==> src/rtl/btc_pkg.sv <==
package btc_pkg;
    typedef enum logic [1:0] {
        BTC_OFF  = 2'd0,
        BTC_WAIT = 2'd1,
        BTC_TEST = 2'd2
    } btc_state_e;
endpackage

==> src/rtl/btc_interval_ctr.sv <==
// Tick counter with a runtime limit; done marks the tick that completes the limit.
module btc_interval_ctr #(
    parameter int W = 8
) (
    input  logic         clk,
    input  logic         rst_n,
    input  logic         clr,
    input  logic         tick,
    input  logic [W-1:0] limit,
    output logic         done
);
    logic [W-1:0] cnt_q;
    logic [W-1:0] lim_m1;

    assign lim_m1 = limit - W'(1);
    assign done   = tick && !clr && (cnt_q == lim_m1);

    always_ff @(posedge clk or negedge rst_n) begin
        if (!rst_n) begin
            cnt_q <= '0;
        end else if (clr) begin
            cnt_q <= '0;
        end else if (tick) begin
            if (cnt_q == lim_m1) cnt_q <= '0;
            else                 cnt_q <= cnt_q + W'(1);
        end
    end
endmodule

==> src/rtl/btc_detach_timer.sv <==
// Records a refit that follows an absence of at least MIN_TICKS ticks.
module btc_detach_timer #(
    parameter int MIN_TICKS = 7
) (
    input  logic clk,
    input  logic rst_n,
    input  logic tick,
    input  logic present,
    input  logic consume,
    output logic refitted
);
    localparam int W = $clog2(MIN_TICKS + 1);

    logic [W-1:0] gone_q;
    logic         refit_q;

    assign refitted = refit_q;

    always_ff @(posedge clk or negedge rst_n) begin
        if (!rst_n) begin
            gone_q  <= '0;
            refit_q <= 1'b0;
        end else begin
            if (!present) begin
                if (tick && gone_q != W'(MIN_TICKS)) gone_q <= gone_q + W'(1);
            end else begin
                gone_q <= '0;
            end

            if (present && gone_q == W'(MIN_TICKS)) refit_q <= 1'b1;
            else if (consume)                       refit_q <= 1'b0;
        end
    end
endmodule

==> src/rtl/batt_test_ctrl.sv <==
module batt_test_ctrl #(
    parameter int NORM_TICKS       = 86400,
    parameter int WARN_TICKS       = 5,
    parameter int PULSE_TICKS      = 1,
    parameter int MIN_DETACH_TICKS = 7
) (
    input  logic clk,
    input  logic rst_n,
    input  logic tick,
    input  logic supply_ok,
    input  logic recovery_done,
    input  logic cell_present,
    input  logic cmp_ok,
    output logic load_en,
    output logic warn_n
);
    import btc_pkg::*;

    localparam int MAX_A = (NORM_TICKS > WARN_TICKS) ? NORM_TICKS : WARN_TICKS;
    localparam int MAX_P = (MAX_A > PULSE_TICKS) ? MAX_A : PULSE_TICKS;
    localparam int CW    = $clog2(MAX_P + 1);

    btc_state_e state_q, state_d;
    logic       warn_q;
    logic       ctr_done;
    logic       ctr_clr;
    logic       test_end;
    logic       refitted;
    logic [CW-1:0] limit;

    assign ctr_clr  = (state_q == BTC_OFF) || !supply_ok;
    assign test_end = (state_q == BTC_TEST) && supply_ok && ctr_done;

    always_comb begin
        if (state_q == BTC_TEST) limit = CW'(PULSE_TICKS);
        else if (warn_q)         limit = CW'(WARN_TICKS);
        else                     limit = CW'(NORM_TICKS);
    end

    btc_interval_ctr #(.W(CW)) u_ctr (
        .clk   (clk),
        .rst_n (rst_n),
        .clr   (ctr_clr),
        .tick  (tick),
        .limit (limit),
        .done  (ctr_done)
    );

    btc_detach_timer #(.MIN_TICKS(MIN_DETACH_TICKS)) u_detach (
        .clk      (clk),
        .rst_n    (rst_n),
        .tick     (tick),
        .present  (cell_present),
        .consume  (test_end),
        .refitted (refitted)
    );

    // Next-state logic
    always_comb begin
        state_d = state_q;
        unique case (state_q)
            BTC_OFF:  if (supply_ok && recovery_done) state_d = BTC_TEST;
            BTC_WAIT: begin
                if (!supply_ok)    state_d = BTC_OFF;
                else if (ctr_done) state_d = BTC_TEST;
            end
            BTC_TEST: begin
                if (!supply_ok)    state_d = BTC_OFF;
                else if (ctr_done) state_d = BTC_WAIT;
            end
            default:               state_d = BTC_OFF;
        endcase
    end

    // State and warning registers
    always_ff @(posedge clk or negedge rst_n) begin
        if (!rst_n) begin
            state_q <= BTC_OFF;
            warn_q  <= 1'b0;
        end else begin
            state_q <= state_d;
            if (test_end) begin
                if (!cmp_ok)       warn_q <= 1'b1;
                else if (refitted) warn_q <= 1'b0;
            end
        end
    end

    // Outputs
    always_comb begin
        load_en = (state_q == BTC_TEST);
        warn_n  = !warn_q;
    end
endmodule

==> config.mk <==
export PLATFORM = sky130hd
export DESIGN_NAME = batt_test_ctrl
export DESIGN_NICKNAME = d
export VERILOG_FILES = /design/src/rtl/btc_pkg.sv /design/src/rtl/btc_interval_ctr.sv /design/src/rtl/btc_detach_timer.sv /design/src/rtl/batt_test_ctrl.sv
export SDC_FILE = /design/constraint.sdc
export NUM_CORES = 1
export LEC_CHECK = 0
export ABC_AREA = 1
export BUFFER_PORTS_ARGS = -buffer_cell sky130_fd_sc_hd__buf_4
export CAP_MARGIN = 25
export CELL_PAD_IN_SITES_DETAIL_PLACEMENT = 1
export CELL_PAD_IN_SITES_GLOBAL_PLACEMENT = 2
export CORE_MARGIN = 10
export CORE_UTILIZATION = 34
export DETAILED_ROUTE_END_ITERATION = 16
export HOLD_SLACK_MARGIN = 0.12
export PLACE_DENSITY_LB_ADDON = 0.1
export SLEW_MARGIN = 25
export SYNTH_ARGS = -nofsm -noshare
export SYNTH_HDL_FRONTEND = slang
export SYNTH_SLANG_ARGS = --single-unit
==> constraint.sdc <==
create_clock -name clk -period 1.7 [get_ports clk]
set_input_delay 0.085 -clock clk [delete_from_list [all_inputs] [get_ports clk]]
set_output_delay 0.085 -clock clk [all_outputs]
set_load 0.03 [all_outputs]
==> reports/summary.txt, run 1 <==
worst setup margin: 117 ps
1st-iter DRT viols: 94
Mapped Nets: 216
Post-synth EDFFs: 0
Yosys cell types: 22
largest net degree at the start of global routing: 25
vias: 1464
Post-route DRC: 0
cell-internal power: 0.00112 W
Primary FF master, synth: dfrtp_1
die area: 7390 sq um
Final Non-Filler Cells: 286
setup slack, reg-to-reg: 120 ps
Mapped Cells: 206
Logic pwr share: 30.5%
syn_area_per_cell: 7.18 sq um
Site Rows: 23
min-delay src: recovery_done
final setup TNS: 0 ps
share of layout cells above drive strength 1: 21.2%
GR Overflow Total: 0
FF+latch area: 607 sq um
worst reg2reg path startpoint: state_q[0]$_DFFE_PN0P_
Post-DRT Antenna Nets: 0
min Tclk post-route: 1580 ps
CP endpoint kind: flip-flop
final core occ: 45.3%
Min-Delay Path Depth: 5
fillers: 521
Clock Latency Late Sink: 270 ps
H-tree depth: 1
# IOs: 9
Yosys top cell area share: 40.6%
Clock Path Buffers: 2
post-DR wirelength/cell: 15.6 microns
number of CTS-inserted buffers: 3
pre-CTS setup slack: -61.1 ps
#FFs+latches synth: 24
Final Max Tran Viols: 0
clk sinks: 24
Final Hold Viols: 0
total track usage: 11.9%
CP Data Required Time: 1890 ps
First-pass DRT Iterations: 4
initial antenna violation count: 0
CTS tree: built
cells on worst reg2reg path: 6
hold endpoint: state_q[1]$_DFFE_PN0P_
die width: 86.0 microns
critical-path cell list: buf_4 > o21ai_0 > buf_4 > nor2_2 > clkinvlp_4 > o22ai_1
status: complete, no violations
Non-Filler Cell Area, Final: 1870 sq um
Syn-to-layout area delta: 26.1%
CP top delay family: buffers and inverters
Synth Cell Area: 1480 sq um
asr flop ratio synth: 100%
buffers plus inverters on the worst setup path: 3
Setup-failing EPs final: 0
nets@finish: 247
Clock power frac: 30.8%
Max Cap Violations: 0
Slew @ Worst Pin: 329 ps
P_leak: 0.863 nW
slew margin rel.: 77.8%
VDD IR max: 0.318 mV
sequential area share after synthesis: 40.6%
main area contributors after synthesis: dfrtp_1 41%, nand2_1 14%, nor2_1 7.6%
crit path max fanout: 11
Worst Path Class, Setup: reg2reg
Post-DP HPWL: 3.26 mm
global-route wire length before repair: 7.31 mm
root buffer cell: clkbuf_8
Max stage delay on crit path: 430 ps
Worst Skew: 2.28 ps
Die Y: 86.0 microns
IO Port Bufs: 8
Hold Crit Class: in2reg
Most common cell on crit path: buf_4
Starting Density: 35.9%
Ys Warns: 0
final RePlAce weighted congestion: 0.826
Psw: 0.000570 W
core area: 4120 sq um
post-place instance area: 1640 sq um
final period utilization: 93.1%
Worst Path Arrival: 1770 ps
multi-input logic area: 806 sq um
Synth area leader: dfrtp_1
PwrDens: 905 nW/um^2
slowest CP cell: dfrtp_1
Clock transition at path regs: 90 ps
Net Sw Frac: 33.7%
vias in the first global route: 1474
placed cells: 270
mean number of vias per cell: 5.12
n_diodes: 0
r2r endpoint: u_ctr.cnt_q[10]$_DFFE_PN0P_
register share of total power: 38.7%
Startpoint Class: flip-flop
Routed Wire Length: 4.46 mm
fmax: 0.632 GHz
-- cell usage in the layout, fill, tap and decap left out --
master and n:
o22ai_1 11, clkinvlp_4 1, clkbuf_8 3, dfrtp_2 5
bufinv_16 1, nand3_1 9, o21ai_0 8, nand2_2 5
ha_1 3, inv_1 26, nor2_2 3, nand2_1 52
nand3_4 1, nand3_2 2, a21oi_1 4, o21ai_1 2
o221ai_1 1, nand3b_1 1, nand4_1 8, buf_4 24
xnor2_1 1, dlygate4sd3_1 3, nor2_1 28, dfrtp_1 19
nor2_4 2, nor3_1 3, inv_2 1, nand2_4 2
xor2_1 7
-- power by group through the flow --
stage               Combinational (W)  Sequential [W]  Clock [W]
floorplan                    0.000301        0.000646          0
global placement             0.000418        0.000656          0
detailed placement           0.000424        0.000657          0
CTS                          0.000439        0.000646   0.000538
global route                 0.000582        0.000661   0.000571
finish                       0.000516        0.000654   0.000520
-- state kept, by name (all words and copies together) (netlist names) --
register and count:
u_detach.refitted 1, u_ctr.cnt_q 17, u_detach.gone_q 3, warn_q 1, state_q 2
-- timing repair --
action                                  4_1_cts  5_1_grt
buffers inserted                              0        8
hold buffers                                  3        0
endpoints found under the setup margin        4       10
gates resized for setup                       2       16
pin swaps                                     0        6
cloned                                        0        1
hold endpoints to repair                     29        0
-- stage by stage --
stage / total power, W / hold slack (ps)
floorplan: 0.000948 / -211
global placement: 0.00107 / 10.1
detailed placement: 0.00108 / 16.6
CTS: 0.00162 / 154
global route: 0.00181 / 181
finish: 0.00169 / 162
-- cells by family after synthesis --
family	after synthesis	synth area share [%]
compound gates	26	9.98
xor+xnor	8	4.74
fa+ha+maj	3	2.54
buf+inv	30	8.38
simple gates	115	33.8
flops	24	40.6
-- Yosys cell counts (2+ instances only) --
| library cell | count |
|---|---|
| a21oi_1 | 4 |
| dfrtp_1 | 24 |
| ha_1 | 3 |
| inv_1 | 27 |
| nand2_1 | 55 |
| nand2_2 | 3 |
| nand3_1 | 10 |
| nand3_2 | 2 |
| nand4_1 | 8 |
| nor2_1 | 30 |
| nor2_2 | 3 |
| nor3_1 | 3 |
| o21ai_0 | 9 |
| o22ai_1 | 11 |
| xor2_1 | 7 |
-- worst reg2reg max path, cell delays in order, from the launching register on --
cell and delay (ps):
dfrtp_1 430, buf_4 140, o21ai_0 120, buf_4 180, nor2_2 140, clkinvlp_4 250, o22ai_1 240
-- worst max-delay path by stage --
stage / from / endpoint / slack, ps / cells after the start
after floorplan: warn_q$_DFFE_PN0P_ / u_ctr.cnt_q[15]$_DFFE_PN0P_ / 260 / 9
after global placement: u_ctr.cnt_q[7]$_DFFE_PN0P_ / u_ctr.cnt_q[11]$_DFFE_PN0P_ / 1 / 10
after detailed placement: u_ctr.cnt_q[7]$_DFFE_PN0P_ / u_ctr.cnt_q[11]$_DFFE_PN0P_ / -60 / 10
after CTS: u_ctr.cnt_q[7]$_DFFE_PN0P_ / u_ctr.cnt_q[11]$_DFFE_PN0P_ / 30 / 10
after global routing: u_ctr.cnt_q[1]$_DFFE_PN0P_ / u_ctr.cnt_q[16]$_DFFE_PN0P_ / -20 / 7
final: state_q[0]$_DFFE_PN0P_ / u_ctr.cnt_q[10]$_DFFE_PN0P_ / 120 / 6
-- area by class of cell --
type / count / share of cell area (%)
clock inverters: 1 / 1.61
flip-flops and latches: 24 / 32.5
well taps: 50 / 3.35
clock buffers: 3 / 2.21
multi-input cells: 153 / 43.2
repair buffers: 27 / 11.3
inverters: 28 / 5.83
-- layer usage --
layer	vias to the layer above	global-route usage (%)	share of wire [%]
met2	14	19.6	47
met3	4	1.80	2.2
met4	0	2.69	0.79
li1	730	-	-
met1	716	15.9	50
met5	-	0	0
Note: power is estimated with default switching activity, not from simulation.
==> run 2: changes to the inputs <==
PLACE_DENSITY_LB_ADDON = 0.2   (was 0.1)
==> run 2 against run 1 <==
Register-to-register slack about the same. Total power grew 3.0%. Clock skew barely moved. Non-clock buffer count increased by 9. Via count up 2.7%. Largest power group unchanged. Clock-buffer cell count unchanged. First-iteration DRC count is 34% lower. Global-route usage increased by 0.78 points. Sequential power shrank 1%. Die area is the same.
==> reports/summary.txt, run 2 (same netlist as run 1, synthesis figures left out) <==
# IOs: 9 (unchanged)
Post-DP HPWL: 3.52 mm (+7.9%)
fmax: 0.633 GHz (+0.22%)
worst reg2reg path startpoint: u_ctr.cnt_q[2]$_DFFE_PN0P_
CTS tree: built
Net Sw Frac: 34.5% (+0.73 points)
die area: 7390 sq um (unchanged)
Setup-failing EPs final: 0 (unchanged)
multi-input logic area: 811 sq um (+0.62%)
min Tclk post-route: 1580 ps (-3.46 ps)
Logic pwr share: 32.5% (+2.0 points)
largest net degree at the start of global routing: 25 (unchanged)
GRT met2 Usage: 21.5% (+1.9 points)
global-route wire length before repair: 7.72 mm (+5.6%)
Final Hold Viols: 0 (unchanged)
FF+latch area: 607 sq um (unchanged)
CP Data Required Time: 1880 ps (about the same)
Final Max Tran Viols: 0 (unchanged)
Top reg by flops: u_ctr.cnt_q
Worst Skew: 2.67 ps (+0.389 ps)
met1 usage: 16.0% (+0.11 points)
First-pass DRT Iterations: 4 (unchanged)
Clock transition at path regs: 100 ps (about the same)
Starting Density: 35.9% (unchanged)
Routed Wire Length: 4.75 mm (+6.6%)
P_leak: 0.901 nW (+4.4%)
final setup TNS: 0 ps (unchanged)
Clock Latency Late Sink: 280 ps (about the same)
grt peak-use layer: met2
core area: 4120 sq um (unchanged)
IO Port Bufs: 8 (unchanged)
Critical path origin: u_ctr.cnt_q[2]$_DFFE_PN0P_
Hold Crit Class: in2reg
mean number of vias per cell: 5.10 (-0.40%)
Slew @ Worst Pin: 447 ps (+118 ps)
status: complete, no violations
Startpoint Class: flip-flop
share of layout cells above drive strength 1: 24.1% (+2.9 points)
min-delay src: recovery_done
Largest regs: u_ctr.cnt_q: 17 flops, u_detach.gone_q: 3 flops, state_q: 2 flops
register share of total power: 37.2% (-1.5 points)
H-tree depth: 1 (unchanged)
pre-CTS setup slack: -38.4 ps (+22.7 ps)
Post-DRT Antenna Nets: 0 (unchanged)
fillers: 542 (+4.0%)
Site Rows: 23 (unchanged)
vias: 1504 (+2.7%)
Worst Path Class, Setup: reg2reg
number of CTS-inserted buffers: 3 (unchanged)
worst setup margin: 120 ps (+3.46 ps)
Max Cap Violations: 0 (unchanged)
VDD IR max: 0.442 mV (+39%)
vias in the first global route: 1595 (+8.2%)
PwrDens: 899 nW/um^2 (-0.65%)
n_diodes: 0 (unchanged)
most common cell after layout, fill and taps aside: nand2_1
setup slack, reg-to-reg: 120 ps (about the same)
commonest cells after routing, fill and taps aside: 54 x nand2_1, 33 x buf_4, 27 x nor2_1
Clock power frac: 30.3% (-0.5 points)
nets@finish: 256 (+3.6%)
Worst Path Arrival: 1760 ps (about the same)
root buffer cell: clkbuf_8
initial antenna violation count: 0 (unchanged)
clk sinks: 24 (unchanged)
1st-iter DRT viols: 62 (-34%)
max FFs per register: 17 (unchanged)
GR Overflow Total: 0 (unchanged)
met3 usage: 2.46% (+0.66 points)
Die Y: 86.0 microns (unchanged)
Clock Path Buffers: 2 (unchanged)
post-DR wirelength/cell: 16.1 microns (+3.3%)
Post-route DRC: 0 (unchanged)
cell-internal power: 0.00114 W (+1.9%)
CP endpoint kind: flip-flop
total track usage: 12.7% (+0.78 points)
die width: 86.0 microns (unchanged)
slew margin rel.: 70.2% (-7.6 points)
crit path max fanout: 5 (-6)
Psw: 0.000600 W (+5.2%)
final RePlAce weighted congestion: 0.827 (+0.19%)
Syn-to-layout area delta: 30.8%
final period utilization: 92.9% (-0.20 points)
## run 2: changes by cell type in the layout (fill, tap and decap cells not counted), sizes merged
cell / change
inv: +1
buf: +9
clkinvlp: -1
## run 2: worst max-delay path: stages, from the launching register on
cell	delay (ps)
dfrtp_1	460
inv_1	110
nand3_1	70
nand2_1	80
nand2_1	90
nor2_4	160
nand4_1	160
inv_1	120
nand2_1	90
nand2_1	80
nand2_1	50
## run 2: through the flow
step                hold WS [ps]  instance area [sq um]  power, W  instances  utilization (%)
floorplan                   -211                   1480  0.000948        206                -
global placement            10.1                   1720   0.00110        280             41.7
detailed placement          14.6                   1720   0.00113        280             41.7
CTS                          163                   1820   0.00166        287             44.3
global route                 199                   1930   0.00183        295             47.0
finish                       164                   1930   0.00174        295             47.0
## run 2: power by group through the flow
stage / clock network (W) / registers (W) / logic [W]
3_3_place_gp: 0 / 0.000657 / 0.000448
6_report: 0.000527 / 0.000647 / 0.000566
5_1_grt: 0.000555 / 0.000651 / 0.000624
2_1_floorplan: 0 / 0.000646 / 0.000301
3_5_place_dp: 0 / 0.000660 / 0.000467
4_1_cts: 0.000536 / 0.000648 / 0.000476
## run 2: cell type report
cell class,instances,share of cell area [%]
Clock buffer,3,2.13
Clock inverter,1,1.55
Inverter,28,5.43
Multi-Input combinational cell,153,41.9
Sequential cell,24,31.4
Tap cell,50,3.23
Timing Repair Buffer,36,14.4
## run 2: worst paths after layout
kind,cells past startpoint,endpoint
worst max-delay path,10,u_detach.refitted$_DFFE_PN0P_
worst min-delay path,5,state_q[1]$_DFFE_PN0P_
worst max register to register,10,u_detach.refitted$_DFFE_PN0P_
worst min register to register,2,warn_q$_DFFE_PN0P_
max in group asynchronous,2,u_ctr.cnt_q[0]$_DFFE_PN0P_
min in group asynchronous,2,u_ctr.cnt_q[15]$_DFFE_PN0P_
## run 2: per-layer routing
layer,vias up,wire length [microns]
li1,748,-
met1,735,2260
met2,15,2320
met3,6,107
met4,0,60
met5,-,0
## run 2: timing repair
action,CTS,global route
gates cloned,0,1
hold endpoints to repair,29,0
pin swaps,0,3
hold buffers,3,0
resized for setup,1,16
setup endpoints to repair,2,17
setup buffers,0,7
==> run 3: changes to the inputs <==
CORE_ASPECT_RATIO = 1.2   (was default)
==> run 3 against run 2 <==
Hold slack improved by 2.4 ps. Total power fell by 14%. First-iteration DRC count rose by 45%. Die area is 0.15% higher. Clock skew grew 2.2 ps.
==> reports/summary.txt, run 3 (same netlist as run 1, synthesis figures left out) <==
Psw: 0.000550 W (-8.4%)
Post-DP HPWL: 3.44 mm (-2.2%)
register share of total power: 43.5% (+6.3 points)
core area: 4230 sq um (+2.8%)
Max Cap Violations: 0 (unchanged)
Clock transition at path regs: 90 ps (about the same)
vias: 1469 (-2.3%)
clk sinks: 24 (unchanged)
# IOs: 9 (unchanged)
Routed Wire Length: 4.51 mm (-5.0%)
First-pass DRT Iterations: 4 (unchanged)
die width: 80.2 microns (-6.7%)
Clock power frac: 22.8% (-7.5 points)
min Tclk post-route: 1610 ps (+29.8 ps)
mean number of vias per cell: 5.12 (+0.40%)
1st-iter DRT viols: 90 (+45%)
Logic pwr share: 33.7% (+1.2 points)
Final Hold Viols: 0 (unchanged)
H-tree depth: 1 (unchanged)
Top reg by flops: u_ctr.cnt_q
Clock Path Buffers: 2 (unchanged)
hold slack: 167 ps (+2.42 ps)
Post-DRT Antenna Nets: 0 (unchanged)
met1 usage: 13.3% (-2.7 points)
P_leak: 0.845 nW (-6.2%)
post-DR wirelength/cell: 15.7 microns (-2.4%)
root buffer cell: clkbuf_8
Worst Path Arrival: 1750 ps (about the same)
largest net degree at the start of global routing: 25 (unchanged)
Worst Skew: 4.90 ps (+2.23 ps)
Site Rows: 26 (+13%)
final core occ: 43.3% (-3.7 points)
slew margin rel.: 74.6% (+4.4 points)
vias in the first global route: 1651 (+3.5%)
GR Overflow Total: 0 (unchanged)
GRT met2 Usage: 24.2% (+2.7 points)
n_diodes: 0 (unchanged)
final RePlAce weighted congestion: 0.882 (+6.6%)
Hold Crit Class: in2reg
Die Y: 92.2 microns (+7.3%)
Slew @ Worst Pin: 381 ps (-65.8 ps)
commonest cells after routing, fill and taps aside: 53 x nand2_1, 27 x nor2_1, 26 x inv_1
final period utilization: 94.7% (+1.8 points)
Clock Latency Late Sink: 270 ps (about the same)
share of layout cells above drive strength 1: 19.9% (-4.2 points)
nets@finish: 243 (-5.1%)
Net Sw Frac: 36.7% (+2.2 points)
most common cell after layout, fill and taps aside: nand2_1
PwrDens: 818 nW/um^2 (-9.0%)
Largest regs: u_ctr.cnt_q: 17 flops, u_detach.gone_q: 3 flops, state_q: 2 flops
Worst Path Class, Setup: reg2reg
die area: 7400 sq um (+0.15%)
met3 usage: 2.15% (-0.31 points)
initial antenna violation count: 0 (unchanged)
VDD IR max: 0.407 mV (-7.9%)
Final Max Tran Viols: 0 (unchanged)
total track usage: 12.6% (-0.075 points)
CP Data Required Time: 1840 ps (-40 ps)
IO Port Bufs: 8 (unchanged)
crit path max fanout: 7 (+2)
global-route wire length before repair: 7.58 mm (-1.9%)
Starting Density: 35.0% (-0.97 points)
status: complete, no violations
max FFs per register: 17 (unchanged)
Startpoint Class: flip-flop
grt peak-use layer: met2
Syn-to-layout area delta: 23.9%
cell-internal power: 0.000950 W (-17%)
number of CTS-inserted buffers: 3 (unchanged)
Setup-failing EPs final: 0 (unchanged)
Post-route DRC: 0 (unchanged)
CTS tree: built
fmax: 0.621 GHz (-1.8%)
CP endpoint kind: flip-flop
run 3: worst max-delay path, cell delays in order (launching register included):
cell,delay (ps)
dfrtp_1,450
nor2_1,140
nand2_1,90
nor2_2,120
nand2_1,70
nand2_2,110
nand3_4,120
nand2_8,130
clkbuf_4,190
o22ai_1,70
run 3: worst paths after layout:
kind / from / to / slack [ps] / cells past startpoint
min in group asynchronous: rst_n / u_ctr.cnt_q[12]$_DFFE_PN0P_ / 270 / 2
worst min-delay path: recovery_done / state_q[1]$_DFFE_PN0P_ / 170 / 5
worst max register to register: u_ctr.cnt_q[5]$_DFFE_PN0P_ / u_ctr.cnt_q[2]$_DFFE_PN0P_ / 90 / 9
worst min register to register: warn_q$_DFFE_PN0P_ / warn_q$_DFFE_PN0P_ / 490 / 2
max in group asynchronous: rst_n / u_ctr.cnt_q[2]$_DFFE_PN0P_ / 1170 / 2
worst max-delay path: u_ctr.cnt_q[5]$_DFFE_PN0P_ / u_ctr.cnt_q[2]$_DFFE_PN0P_ / 90 / 9
run 3: metal layers:
metal  wire, microns  share of wire, %  vias to the layer above
li1                -                 -                      722
met1            1810                40                      730
met2            2550                57                       13
met3              86               1.9                        4
met4              58               1.3                        0
met5               0                 0                        -
run 3: what timing repair did:
| action | 4_1_cts | 5_1_grt |
|---|---|---|
| cloned | 0 | 0 |
| pin swaps | 0 | 1 |
| buffers inserted | 0 | 5 |
| endpoints found under the setup margin | 5 | 19 |
| endpoints found under the hold margin | 28 | 0 |
| gates resized for setup | 2 | 22 |
| hold buffers | 3 | 0 |
run 3: area by class of cell:
| class | instances | area, sq um |
|---|---|---|
| clock buffers | 3 | 41.3 |
| multi-input cells | 152 | 808 |
| well taps | 56 | 70.1 |
| repair buffers | 24 | 200 |
| flip-flops and latches | 24 | 608 |
| inverters | 28 | 105 |
| fillers | 540 | 2400 |
run 3: power by group through the flow:
stage               Clock (W)  Sequential (W)  Combinational (W)
finish               0.000342        0.000653           0.000505
global route         0.000377        0.000660           0.000569
CTS                  0.000353        0.000644           0.000441
detailed placement          0        0.000655           0.000428
global placement            0        0.000653           0.000412
floorplan                   0        0.000646           0.000301
run 3: per-stage QoR:
| stage | setup slack (ps) | TNS (ps) | cells | cell area [sq um] | power [W] |
|---|---|---|---|---|---|
| floorplan | 265 | 0 | 206 | 1480 | 0.000948 |
| global placement | 22.5 | 0 | 276 | 1650 | 0.00106 |
| detailed placement | -52.5 | -143 | 276 | 1650 | 0.00108 |
| CTS | 34.3 | 0 | 282 | 1730 | 0.00144 |
| global route | -22.1 | -51.2 | 287 | 1830 | 0.00161 |
| finish | 90.3 | 0 | 287 | 1830 | 0.00150 |
